==> config.mk <==
export PLATFORM = sky130hd
export DESIGN_NAME = iso_cycle_clock
export DESIGN_NICKNAME = d
export VERILOG_FILES = /design/src/rtl/iso_cycle_clock_pkg.sv /design/src/rtl/iso_cycle_clock_timer.sv /design/src/rtl/iso_cycle_clock_bustime.sv /design/src/rtl/iso_cycle_clock_port.sv /design/src/rtl/iso_cycle_clock.sv
export SDC_FILE = /design/constraint.sdc
export NUM_CORES = 1
export LEC_CHECK = 0
export ABC_AREA = 1
export CORE_ASPECT_RATIO = 1.1
export CORE_MARGIN = 3
export CORE_UTILIZATION = 45
export CTS_CLUSTER_SIZE = 16
export DETAILED_ROUTE_END_ITERATION = 12
export PLACE_DENSITY = 0.7
export SETUP_SLACK_MARGIN = 0.1
export SYNTH_ARGS = -nofsm -noshare
export SYNTH_HDL_FRONTEND = slang
export SYNTH_SLANG_ARGS = --single-unit
export TNS_END_PERCENT = 10
==> constraint.sdc <==
create_clock -name clk -period 1.49 [get_ports clk]
set_input_delay 0.298 -clock clk [delete_from_list [all_inputs] [get_ports clk]]
set_output_delay 0.298 -clock clk [all_outputs]
set_load 0.1 [all_outputs]
==> src/rtl/iso_cycle_clock_pkg.sv <==
package iso_cycle_clock_pkg;

    localparam int SEC_W = 7;
    localparam int CNT_W = 13;
    localparam int OFF_W = 12;
    localparam int WORD_W = SEC_W + CNT_W + OFF_W;
    localparam int SHADOW_BIT = SEC_W - 1;

    typedef struct packed {
        logic [SEC_W-1:0] sec;
        logic [CNT_W-1:0] cnt;
        logic [OFF_W-1:0] off;
    } cyc_time_t;

    typedef enum logic [1:0] {
        PS_IDLE = 2'd0,
        PS_ACK  = 2'd1,
        PS_AERR = 2'd2
    } port_state_t;

endpackage

==> src/rtl/iso_cycle_clock_timer.sv <==
module iso_cycle_clock_timer
    import iso_cycle_clock_pkg::*;
#(
    parameter int OFFSET_MOD = 3072,
    parameter int COUNT_MOD  = 8000
) (
    input  logic             clk,
    input  logic             rst_n,
    input  logic             tick_en,
    input  logic             init_en,
    input  logic [SEC_W-1:0] init_sec,
    input  logic             load_en,
    input  logic [WORD_W-1:0] load_val,
    output cyc_time_t        ct_q,
    output logic             msb_evt
);

    localparam logic [OFF_W-1:0] OFF_LAST = OFF_W'(OFFSET_MOD - 1);
    localparam logic [CNT_W-1:0] CNT_LAST = CNT_W'(COUNT_MOD - 1);

    cyc_time_t ct_d;

    always_comb begin
        ct_d = ct_q;
        if (init_en) begin
            ct_d.sec = init_sec;
            ct_d.cnt = '0;
            ct_d.off = '0;
        end else if (load_en) begin
            ct_d = cyc_time_t'(load_val);
        end else if (tick_en) begin
            if (ct_q.off == OFF_LAST) begin
                ct_d.off = '0;
                if (ct_q.cnt == CNT_LAST) begin
                    ct_d.cnt = '0;
                    ct_d.sec = ct_q.sec + SEC_W'(1);
                end else begin
                    ct_d.cnt = ct_q.cnt + CNT_W'(1);
                end
            end else begin
                ct_d.off = ct_q.off + OFF_W'(1);
            end
        end
    end

    always_ff @(posedge clk or negedge rst_n) begin
        if (!rst_n) begin
            ct_q    <= '0;
            msb_evt <= 1'b0;
        end else begin
            ct_q    <= ct_d;
            msb_evt <= !init_en && (ct_d.sec[SHADOW_BIT] != ct_q.sec[SHADOW_BIT]);
        end
    end

endmodule

==> src/rtl/iso_cycle_clock_bustime.sv <==
module iso_cycle_clock_bustime
    import iso_cycle_clock_pkg::*;
(
    input  logic              clk,
    input  logic              rst_n,
    input  logic              init_en,
    input  logic [WORD_W-1:0] init_val,
    input  logic              fold_en,
    input  logic [SEC_W-1:0]  live_sec,
    input  logic              wr_en,
    input  logic [WORD_W-1:0] wdata,
    output logic [WORD_W-1:0] rd_val,
    output logic [WORD_W-1:0] bt_q
);

    localparam logic [WORD_W-1:0] FOLD_STEP = WORD_W'(1) << SHADOW_BIT;

    logic [WORD_W-1:0] folded;
    logic [WORD_W-1:0] bt_d;

    always_comb begin
        folded = bt_q;
        if (bt_q[SHADOW_BIT] != live_sec[SHADOW_BIT]) begin
            folded = bt_q + FOLD_STEP;
        end
        rd_val = folded | {{(WORD_W-SEC_W){1'b0}}, live_sec};
    end

    always_comb begin
        bt_d = bt_q;
        if (init_en) begin
            bt_d = {init_val[WORD_W-1:SHADOW_BIT], {SHADOW_BIT{1'b0}}};
        end else begin
            if (fold_en) begin
                bt_d = folded;
            end
            if (wr_en) begin
                bt_d = {wdata[WORD_W-1:SEC_W], bt_d[SEC_W-1:0]};
            end
        end
    end

    always_ff @(posedge clk or negedge rst_n) begin
        if (!rst_n) begin
            bt_q <= '0;
        end else begin
            bt_q <= bt_d;
        end
    end

endmodule

==> src/rtl/iso_cycle_clock_port.sv <==
module iso_cycle_clock_port
    import iso_cycle_clock_pkg::*;
#(
    parameter int                ADDR_W       = 8,
    parameter logic [ADDR_W-1:0] ADDR_CYCLE   = 'h00,
    parameter logic [ADDR_W-1:0] ADDR_BUSTIME = 'h04
) (
    input  logic              clk,
    input  logic              rst_n,
    input  logic              reg_valid,
    input  logic              reg_write,
    input  logic [ADDR_W-1:0] reg_addr,
    input  logic [WORD_W-1:0] ct_rd,
    input  logic [WORD_W-1:0] bt_rd,
    output logic              ct_wr_en,
    output logic              bt_wr_en,
    output logic              bt_rd_en,
    output logic              rsp_valid,
    output logic              rsp_err,
    output logic [WORD_W-1:0] rsp_data
);

    port_state_t state_q, state_d;
    logic        hit_ct, hit_bt;
    logic [WORD_W-1:0] data_d;

    always_comb begin
        hit_ct   = reg_valid && (reg_addr == ADDR_CYCLE);
        hit_bt   = reg_valid && (reg_addr == ADDR_BUSTIME);
        ct_wr_en = hit_ct && reg_write;
        bt_wr_en = hit_bt && reg_write;
        bt_rd_en = hit_bt && !reg_write;
    end

    always_comb begin
        state_d = PS_IDLE;
        unique case (state_q)
            PS_IDLE, PS_ACK, PS_AERR: begin
                if (!reg_valid)            state_d = PS_IDLE;
                else if (hit_ct || hit_bt) state_d = PS_ACK;
                else                       state_d = PS_AERR;
            end
            default: state_d = PS_IDLE;
        endcase
    end

    always_comb begin
        data_d = '0;
        if (reg_valid && !reg_write) begin
            if (hit_ct)      data_d = ct_rd;
            else if (hit_bt) data_d = bt_rd;
        end
    end

    always_ff @(posedge clk or negedge rst_n) begin
        if (!rst_n) begin
            state_q  <= PS_IDLE;
            rsp_data <= '0;
        end else begin
            state_q  <= state_d;
            rsp_data <= data_d;
        end
    end

    always_comb begin
        rsp_valid = 1'b0;
        rsp_err   = 1'b0;
        unique case (state_q)
            PS_IDLE: ;
            PS_ACK:  rsp_valid = 1'b1;
            PS_AERR: begin
                rsp_valid = 1'b1;
                rsp_err   = 1'b1;
            end
            default: ;
        endcase
    end

endmodule

==> src/rtl/iso_cycle_clock.sv <==
module iso_cycle_clock
    import iso_cycle_clock_pkg::*;
#(
    parameter int                OFFSET_MOD   = 3072,
    parameter int                COUNT_MOD    = 8000,
    parameter int                ADDR_W       = 8,
    parameter logic [ADDR_W-1:0] ADDR_CYCLE   = 'h00,
    parameter logic [ADDR_W-1:0] ADDR_BUSTIME = 'h04
) (
    input  logic              clk,
    input  logic              rst_n,
    input  logic              tick_en,
    input  logic              init_valid,
    input  logic [31:0]       init_seconds,
    input  logic              reg_valid,
    input  logic              reg_write,
    input  logic [ADDR_W-1:0] reg_addr,
    input  logic [31:0]       reg_wdata,
    output logic              rsp_valid,
    output logic              rsp_err,
    output logic [31:0]       rsp_data,
    input  logic              evt_clr,
    output logic              evt_flag
);

    cyc_time_t         ct_now;
    logic              sec_evt;
    logic [WORD_W-1:0] bt_state;
    logic [WORD_W-1:0] bt_view;
    logic              ct_wr_en, bt_wr_en, bt_rd_en;

    iso_cycle_clock_timer #(
        .OFFSET_MOD (OFFSET_MOD),
        .COUNT_MOD  (COUNT_MOD)
    ) u_timer (
        .clk      (clk),
        .rst_n    (rst_n),
        .tick_en  (tick_en),
        .init_en  (init_valid),
        .init_sec (init_seconds[SEC_W-1:0]),
        .load_en  (ct_wr_en),
        .load_val (reg_wdata),
        .ct_q     (ct_now),
        .msb_evt  (sec_evt)
    );

    iso_cycle_clock_bustime u_bustime (
        .clk      (clk),
        .rst_n    (rst_n),
        .init_en  (init_valid),
        .init_val (init_seconds),
        .fold_en  (sec_evt || bt_rd_en),
        .live_sec (ct_now.sec),
        .wr_en    (bt_wr_en),
        .wdata    (reg_wdata),
        .rd_val   (bt_view),
        .bt_q     (bt_state)
    );

    iso_cycle_clock_port #(
        .ADDR_W       (ADDR_W),
        .ADDR_CYCLE   (ADDR_CYCLE),
        .ADDR_BUSTIME (ADDR_BUSTIME)
    ) u_port (
        .clk       (clk),
        .rst_n     (rst_n),
        .reg_valid (reg_valid),
        .reg_write (reg_write),
        .reg_addr  (reg_addr),
        .ct_rd     (ct_now),
        .bt_rd     (bt_view),
        .ct_wr_en  (ct_wr_en),
        .bt_wr_en  (bt_wr_en),
        .bt_rd_en  (bt_rd_en),
        .rsp_valid (rsp_valid),
        .rsp_err   (rsp_err),
        .rsp_data  (rsp_data)
    );

    always_ff @(posedge clk or negedge rst_n) begin
        if (!rst_n) begin
            evt_flag <= 1'b0;
        end else if (sec_evt) begin
            evt_flag <= 1'b1;
        end else if (evt_clr) begin
            evt_flag <= 1'b0;
        end
    end

endmodule

==> impl_results.rst, run 1 <==
.. list-table::
   :header-rows: 1

   * - Metric
     - Value
   * - Power Total
     - roughly 7.3 mW
   * - Register-to-register setup slack
     - -0.31 ns
   * - Antenna violations before repair
     - 0
   * - Commonest cells in the synthesized netlist
     - 253 x sky130_fd_sc_hd__nand2_1, 116 x sky130_fd_sc_hd__inv_1, 94 x sky130_fd_sc_hd__dfrtp_1, 92 x sky130_fd_sc_hd__nor2_1, 48 x sky130_fd_sc_hd__nand3_1
   * - Die Height
     - roughly 130 um
   * - Max Fanout on Critical Path
     - 6
   * - Worst-path clk slew
     - around 0.07 ns
   * - Critical path data arrival time
     - about 2 ns
   * - Most instantiated library cell after synthesis
     - sky130_fd_sc_hd__nand2_1
   * - Number of H-tree levels
     - 3
   * - Gpl congestion
     - around 0.93
   * - Global-route wire length before repair
     - ~35 mm
   * - Clock latency of the later-clocked register in the worst-skew pair
     - ~0.36 ns
   * - Post-Route Setup TNS
     - -14.17 ns
   * - Static Leakage
     - 4.893 nW
   * - Post-Syn Area
     - roughly 6000 sq um
   * - Number of flops mapped to enable cells by yosys
     - 0
   * - Synth cell types
     - 42
   * - Critical path class
     - register to register
   * - Async SR Flop Fraction
     - between 90% and 100%
   * - Class of the tightest hold or removal check
     - input pin to async pin
   * - Post-layout util
     - between 70% and 80%
   * - Setup repair after global routing missed its margin
     - yes
   * - Fraction of layout instances using a drive strength above 1
     - between 20% and 30%
   * - Register bit total from synthesis
     - 94
   * - Number of inserted filler cells in the final layout
     - 1,022
   * - Post-detailed-route DRC marker count
     - 0
   * - Placement-stage cell area
     - 8942 sq um
   * - Largest area contributor in the synthesized netlist
     - sky130_fd_sc_hd__dfrtp_1
   * - Area enclosed by the die boundary
     - between 15,000 and 20,000 sq um
   * - Max Slew Vio Count
     - 0
   * - Ratio of routed vias to standard cells
     - between 5 and 6
   * - Hold violation total from the final report
     - 16
   * - Area taken by flip-flops and latches
     - around 2400 sq um
   * - Hold slack final
     - -0.002676 ns
   * - TritonCTS Buffers
     - 9
   * - Maximum vdd drop
     - around 550 uV
   * - Port Buf Inserts
     - around 110
   * - FF-to-FF End
     - u_port.rsp_data[21]$_DFF_PN0_
   * - Number of warnings issued by yosys
     - 0
   * - Violated checks
     - negative hold slack, negative setup slack
   * - Clock tree sinks
     - 94
   * - Setup violators final
     - 90
   * - Headroom to the max-slew limit
     - between 60% and 70%
   * - Maximum buffer depth of the clock tree
     - 2
   * - Predominant post-synthesis flop cell
     - sky130_fd_sc_hd__dfrtp_1
   * - Reg2Reg Launch Point
     - u_bustime.bt_q[13]$_DFFE_PN0P_
   * - Final global-route overflow total
     - 0
   * - Placed Instances
     - between 1,000 and 1,500
   * - Signed area change from the synthesized netlist to the final layout
     - 59.70%
   * - Fin Clk Skew
     - approximately 0.0086 ns
   * - Number of diodes
     - 0
   * - Finished Cell Area
     - roughly 9800 sq um
   * - Tightest Pin Transition
     - around 0.53 ns
   * - Starting density of the core
     - approximately 46%
   * - Max-capacitance violation count
     - 0
   * - Final critical delay including setup and external delays
     - roughly 1.8 ns
   * - Cell Rows
     - 44
   * - Yosys top cell area share
     - 38.16%
   * - Nets in the synthesized netlist
     - around 970
   * - Fmax
     - 556.4 MHz
   * - Total Routed Length
     - between 20 and 25 mm
   * - Via count of the first global-routing pass
     - around 6,700
   * - Cells after synthesis
     - 889
   * - Final Cycle Share
     - 120.6%
   * - Initial drt markers
     - roughly 560
   * - Overall track demand over capacity in global routing
     - 28.94%
   * - Category of the worst setup path capture point
     - register
   * - Core box area
     - between 10,000 and 15,000 sq um
   * - Post-Layout Cell Count
     - 1,332
   * - Number of nets in the final layout
     - between 1,000 and 1,500
   * - Die width
     - roughly 120 um
   * - I/O pin count
     - 114
   * - HPWL after detailed placement
     - roughly 16 mm
   * - CP Launch Type
     - register
   * - Routed wire per std cell
     - 16.67 um
   * - Final worst-path setup slack
     - -0.3073 ns
   * - Total iterations of the first detailed-routing run
     - 5
   * - Number of vias after detailed routing
     - about 6,900
   * - Routed Antenna Nets
     - 0
   * - Synth top area cells
     - sky130_fd_sc_hd__dfrtp_1 38%, sky130_fd_sc_hd__nand2_1 15%, sky130_fd_sc_hd__inv_1 7.1%
   * - Outcome
     - complete, but fails checks
   * - CTS tree
     - yes
   * - Maximum number of pins on one net before global-route repair
     - 95
   * - Post-Syn Area per Cell
     - between 6 and 7 sq um
   * - Multi-input gate area in the final layout
     - ~3600 sq um
   * - Power density cells
     - 744.4 nW/um^2
   * - Required time worst endpoint
     - about 1.7 ns
   * - Part of the Yosys area used for sequential elements
     - a little under two fifths
   * - Library cell used as clock root buffer
     - sky130_fd_sc_hd__clkbuf_16
   * - Path depth of the worst reg2reg path
     - 9
-- repair_timing --
action	4_1_cts	5_1_grt
pin swaps	23	42
hold buffers	0	0
endpoints found under the hold margin	0	0
setup buffers	4	10
cloned	0	1
setup endpoints to repair	92	92
gates resized for setup	64	74
-- critical path, stage by stage, from the launching register on --
cell	delay, ns
sky130_fd_sc_hd__dfrtp_1	0.42
sky130_fd_sc_hd__nand2_1	0.08
sky130_fd_sc_hd__nor2_1	0.19
sky130_fd_sc_hd__nand3_4	0.14
sky130_fd_sc_hd__nor2_4	0.20
sky130_fd_sc_hd__nand2_2	0.12
sky130_fd_sc_hd__xor2_4	0.21
sky130_fd_sc_hd__buf_12	0.13
sky130_fd_sc_hd__o21ai_1	0.14
sky130_fd_sc_hd__inv_1	0.05
-- sequential cells by signal, summed over array words and instances (netlist names) --
name,count
evt_flag,1
u_bustime.bt_q,26
u_port.rsp_data,32
u_port.state_q,2
u_timer.ct_q,32
u_timer.msb_evt,1
-- cell type report --
type / instances / area share, %
inverters: 126 / 4.907
clock buffers: 9 / 2.288
multi-input cells: 641 / 36.72
well taps: 184 / 2.339
repair buffers: 271 / 28.87
clock inverters: 7 / 0.9661
flip-flops and latches: 94 / 23.91
-- how the worst max path moves through the flow --
stage | startpoint | end
2_1_floorplan | u_timer.ct_q[1]$_DFFE_PN0P_ | u_timer.ct_q[17]$_DFFE_PN0P_
3_3_place_gp | reg_valid | u_timer.ct_q[0]$_DFFE_PN0P_
3_5_place_dp | reg_addr[1] | u_timer.ct_q[0]$_DFFE_PN0P_
4_1_cts | u_bustime.bt_q[6]$_DFFE_PN0P_ | u_port.rsp_data[22]$_DFF_PN0_
5_1_grt | u_timer.ct_q[1]$_DFFE_PN0P_ | u_timer.msb_evt$_DFF_PN0_
6_report | u_bustime.bt_q[13]$_DFFE_PN0P_ | u_port.rsp_data[21]$_DFF_PN0_
-- per-layer routing --
layer / GRT usage, % / part of all wire [%]
met5: 0 / 0
met4: 13.52 / 4.1
met3: 4.440 / 6.1
met2: 50.88 / 50
met1: 35.34 / 39
-- cell usage in the layout, fill, tap and decap left out, drive strengths merged --
master	instances
clkinv	2
o22ai	13
nand2	260
buf	194
and2	1
o211ai	8
dlymetal6s2s	6
a21o	1
nand4	16
nor2	105
a21boi	1
clkdlybuf4s50	69
a22oi	3
bufinv	2
clkbuf	9
a21oi	36
a211oi	9
a22o	1
clkinvlp	1
mux2i	1
xnor2	7
nand3	52
dfrtp	94
o21ai	72
ha	6
nand3b	1
inv	128
o21bai	3
nor3	22
dlygate4sd2	2
xor2	23
-- report_power, final --
part	leakage [nW]	internal, mW	switching, mW
combinational	3.50	0.847	1.04
clock	0.156	1.48	1.09
sequential	1.23	2.71	0.165
total	4.89	5.03	2.30
-- cells by family (layout without fill, tap and decap cells) --
group / Yosys count / count (layout) / synth area share [%]
AO/OA/AOI/OAI: 147 / 147 / 13.44
XOR/XNOR: 30 / 30 / 4.263
adder cells (fa/ha/maj): 6 / 6 / 1.218
buffers and inverters: 155 / 413 / 10.29
flip-flops: 94 / 94 / 38.16
multiplexers: 1 / 1 / 0.1624
AND/OR/NAND/NOR: 456 / 457 / 32.46
-- stage by stage --
step | setup slack [ns] | hold slack [ns]
finish | -0.3073 | -0.002676
global route | -0.3874 | 0.03922
floorplan | -0.06873 | 0.002409
global placement | -0.5453 | 0.3974
detailed placement | -0.5948 | 0.4009
CTS | -0.2335 | 0.02425
(Power assumes the default switching activity.)
==> inputs of run 2 (changes only) <==
CTS_CLUSTER_SIZE = not set   (was 16)
DONT_BUFFER_PORTS = 1   (was not set)
PLACE_DENSITY = 0.59   (was 0.7)
==> run 2 against run 1 <==
- the run still ends with negative hold slack, negative setup slack left
- clock power decreased by 14%
- via count decreased by 5.1%
- non-clock buffer count decreased by 74
- power decreased by 8.0%
- largest cell class unchanged
- combinational power decreased by 12%
- worst hold slack got worse by 0.36 ns
- design area decreased by 14%
- clock skew decreased by 0.0019 ns
- critical path type unchanged
- register-to-register slack improved by 0.04 ns
- first-iteration DRC count decreased by 37%
- critical path depth increased by 1
- utilization decreased by 10 points
==> impl_results.rst, run 2 (same netlist as run 1, synthesis figures left out) <==
.. list-table::
   :header-rows: 1

   * - Metric
     - Value
   * - Setup repair after global routing missed its margin
     - yes
   * - Routed Antenna Nets
     - 0
   * - Portion of total power attributed to sequential cells
     - a little over two fifths
   * - Initial drt markers
     - between 300 and 400
   * - Die width
     - ~120 um
   * - Port Buf Inserts
     - 0
   * - Ratio of routed vias to standard cells
     - ~5.2
   * - Internal cell power
     - about 4.6 mW
   * - Core box area
     - about 13,000 sq um
   * - Most common library cell in the layout ignoring fill and taps
     - sky130_fd_sc_hd__nand2_1
   * - Required time worst endpoint
     - about 1.7 ns
   * - Critical path data arrival time
     - 2.00 ns
   * - Maximum buffer depth of the clock tree
     - 2
   * - Hold violation total from the final report
     - 94
   * - Outcome
     - complete, but fails checks
   * - Clock latency of the later-clocked register in the worst-skew pair
     - between 0.3 and 0.4 ns
   * - Path depth of the worst reg2reg path
     - 10
   * - Leading registers by flop count
     - u_port.rsp_data: 32 flops, u_timer.ct_q: 32 flops, u_bustime.bt_q: 26 flops
   * - Commonest cells after routing, fill and taps aside
     - 237 x sky130_fd_sc_hd__nand2_1, 184 x sky130_fd_sc_hd__buf_4, 112 x sky130_fd_sc_hd__inv_1, 92 x sky130_fd_sc_hd__dfrtp_1, 84 x sky130_fd_sc_hd__nor2_1
   * - Final global-route overflow total
     - 0
   * - Fin Clk Skew
     - 0.006743 ns
   * - Violated checks
     - negative hold slack, negative setup slack
   * - HPWL after detailed placement
     - approximately 17 mm
   * - Signed area change from the synthesized netlist to the final layout
     - 37.86%
   * - Via count of the first global-routing pass
     - between 6,000 and 7,000
   * - Power share of the combinational group
     - 24.7%
   * - Portion of total power attributed to the clock network
     - between 30% and 40%
   * - Overall track demand over capacity in global routing
     - 29.51%
   * - FF-to-FF End
     - u_bustime.bt_q[12]$_DFFE_PN0P_
   * - Die Height
     - 128.7 um
   * - Hold slack final
     - -0.3644 ns
   * - Global-route wire length before repair
     - ~35 mm
   * - Headroom to the max-slew limit
     - 73.10%
   * - Reg2Reg Launch Point
     - u_bustime.bt_q[6]$_DFFE_PN0P_
   * - Maximum vdd drop
     - 558.8 uV
   * - Antenna violations before repair
     - 0
   * - Final worst-path setup slack
     - -0.2714 ns
   * - Max Fanout on Critical Path
     - 3
   * - Max Slew Vio Count
     - 0
   * - TritonCTS Buffers
     - 9
   * - Net switching power
     - approximately 2.1 mW
   * - Fraction of layout instances using a drive strength above 1
     - between 20 and 30%
   * - Static Leakage
     - between 4 and 5 nW
   * - Maximum number of pins on one net before global-route repair
     - 95
   * - Routed wire per std cell
     - between 15 and 20 um
   * - Setup violators final
     - 69
   * - Category of the worst setup path capture point
     - register
   * - Critical path class
     - register to register
   * - Fmax
     - approximately 570 MHz
   * - Number of H-tree levels
     - 3
   * - Library cell used as clock root buffer
     - sky130_fd_sc_hd__clkbuf_16
   * - Final critical delay including setup and external delays
     - approximately 1.8 ns
   * - Starting density of the core
     - between 40% and 50%
   * - Tightest Pin Transition
     - approximately 0.40 ns
   * - Total Routed Length
     - roughly 22 mm
   * - Number of nets in the final layout
     - 1,153
   * - CTS tree
     - yes
   * - Power density cells
     - approximately 790 nW/um^2
   * - Clock tree sinks
     - 94
   * - Total iterations of the first detailed-routing run
     - 5
   * - Area enclosed by the die boundary
     - 15,140 sq um
   * - Number of inserted filler cells in the final layout
     - 1,263
   * - Number of vias after detailed routing
     - around 6,600
   * - I/O pin count
     - around 110
   * - Post-detailed-route DRC marker count
     - 0
   * - Class of the tightest hold or removal check
     - input pin to async pin
   * - Worst-path clk slew
     - around 0.070 ns
   * - Number of diodes
     - 0
   * - Max-capacitance violation count
     - 0
   * - CP Launch Type
     - register
   * - Final Cycle Share
     - 118.2%
   * - Switching portion of total power
     - between 30% and 40%
   * - Cell Rows
     - 44
   * - Post-Route Setup TNS
     - -8.536 ns
   * - Gpl congestion
     - a little under 1
   * - Register-to-register setup slack
     - -0.27 ns
[run 2: worst max-delay path by stage]
stage,from,endpoint,depth (start not counted)
final,u_bustime.bt_q[6]$_DFFE_PN0P_,u_bustime.bt_q[12]$_DFFE_PN0P_,10
after global routing,u_bustime.bt_q[6]$_DFFE_PN0P_,u_bustime.bt_q[20]$_DFFE_PN0P_,12
after CTS,u_bustime.bt_q[6]$_DFFE_PN0P_,u_bustime.bt_q[12]$_DFFE_PN0P_,10
after detailed placement,u_bustime.bt_q[6]$_DFFE_PN0P_,u_port.rsp_data[24]$_DFF_PN0_,10
after global placement,u_bustime.bt_q[6]$_DFFE_PN0P_,u_port.rsp_data[24]$_DFF_PN0_,10
after floorplan,u_timer.ct_q[1]$_DFFE_PN0P_,u_timer.ct_q[17]$_DFFE_PN0P_,10
[run 2: per-layer routing]
layer | global-route usage (%) | vias to the layer above | share of wire (%)
li1 | - | 3195 | -
met1 | 34.04 | 3140 | 39
met2 | 53.27 | 203 | 51
met3 | 5.495 | 48 | 5.7
met4 | 14.34 | 0 | 4.1
met5 | 0 | - | 0
[run 2: power by group through the flow]
stage | clock, mW | sequential, mW | combinational [mW]
after global placement | 0 | 2.90 | 1.47
after detailed placement | 0 | 2.91 | 1.48
after CTS | 2.25 | 2.87 | 1.60
after floorplan | 0 | 2.92 | 0.752
after global routing | 2.35 | 2.89 | 1.82
final | 2.21 | 2.87 | 1.66
[run 2: what timing repair did]
action,in CTS,in global routing
resized for setup,71,27
pin swaps,21,20
endpoints found under the setup margin,80,86
buffers inserted,5,3
hold endpoints to repair,94,94
[run 2: worst max-delay path, cell delays in order (launching register included)]
cell and delay (ns):
sky130_fd_sc_hd__dfrtp_1 0.39, sky130_fd_sc_hd__ha_2 0.21, sky130_fd_sc_hd__nand2_2 0.07, sky130_fd_sc_hd__nor2_4 0.17, sky130_fd_sc_hd__nand3_2 0.13, sky130_fd_sc_hd__xnor2_1 0.15, sky130_fd_sc_hd__buf_4 0.15, sky130_fd_sc_hd__nand2_1 0.05
sky130_fd_sc_hd__o21ai_1 0.06, sky130_fd_sc_hd__nor2_1 0.18, sky130_fd_sc_hd__o21ai_1 0.08
[run 2: through the flow]
| step | worst slack (ns) | total power [mW] | util (%) | instances | instance area (sq um) |
|---|---|---|---|---|---|
| floorplan | -0.06873 | 3.674 | - | 889 | 6181 |
| global placement | -0.3434 | 4.368 | 58.41 | 1233 | 7781 |
| detailed placement | -0.4130 | 4.384 | 58.41 | 1233 | 7781 |
| CTS | -0.2161 | 6.718 | 62.81 | 1254 | 8368 |
| global route | -0.3835 | 7.063 | 63.78 | 1257 | 8497 |
| finish | -0.2714 | 6.742 | 63.78 | 1257 | 8497 |
[run 2: final cells by class]
cell class	count	area, sq um	area share (%)
clock inverter	3	20.02	0.2356
tap	184	230.2	2.709
clock buffer	13	250.2	2.945
timing repair buffer	197	1607	18.91
multi-input combinational	640	3562	41.92
sequential	94	2355	27.71
inverter	126	473.0	5.566
==> inputs of run 3 (changes only) <==
CAP_MARGIN = 30   (was not set)
==> results of run 3 <==
The final DEF is identical to that of run 2; final timing and power are the same.
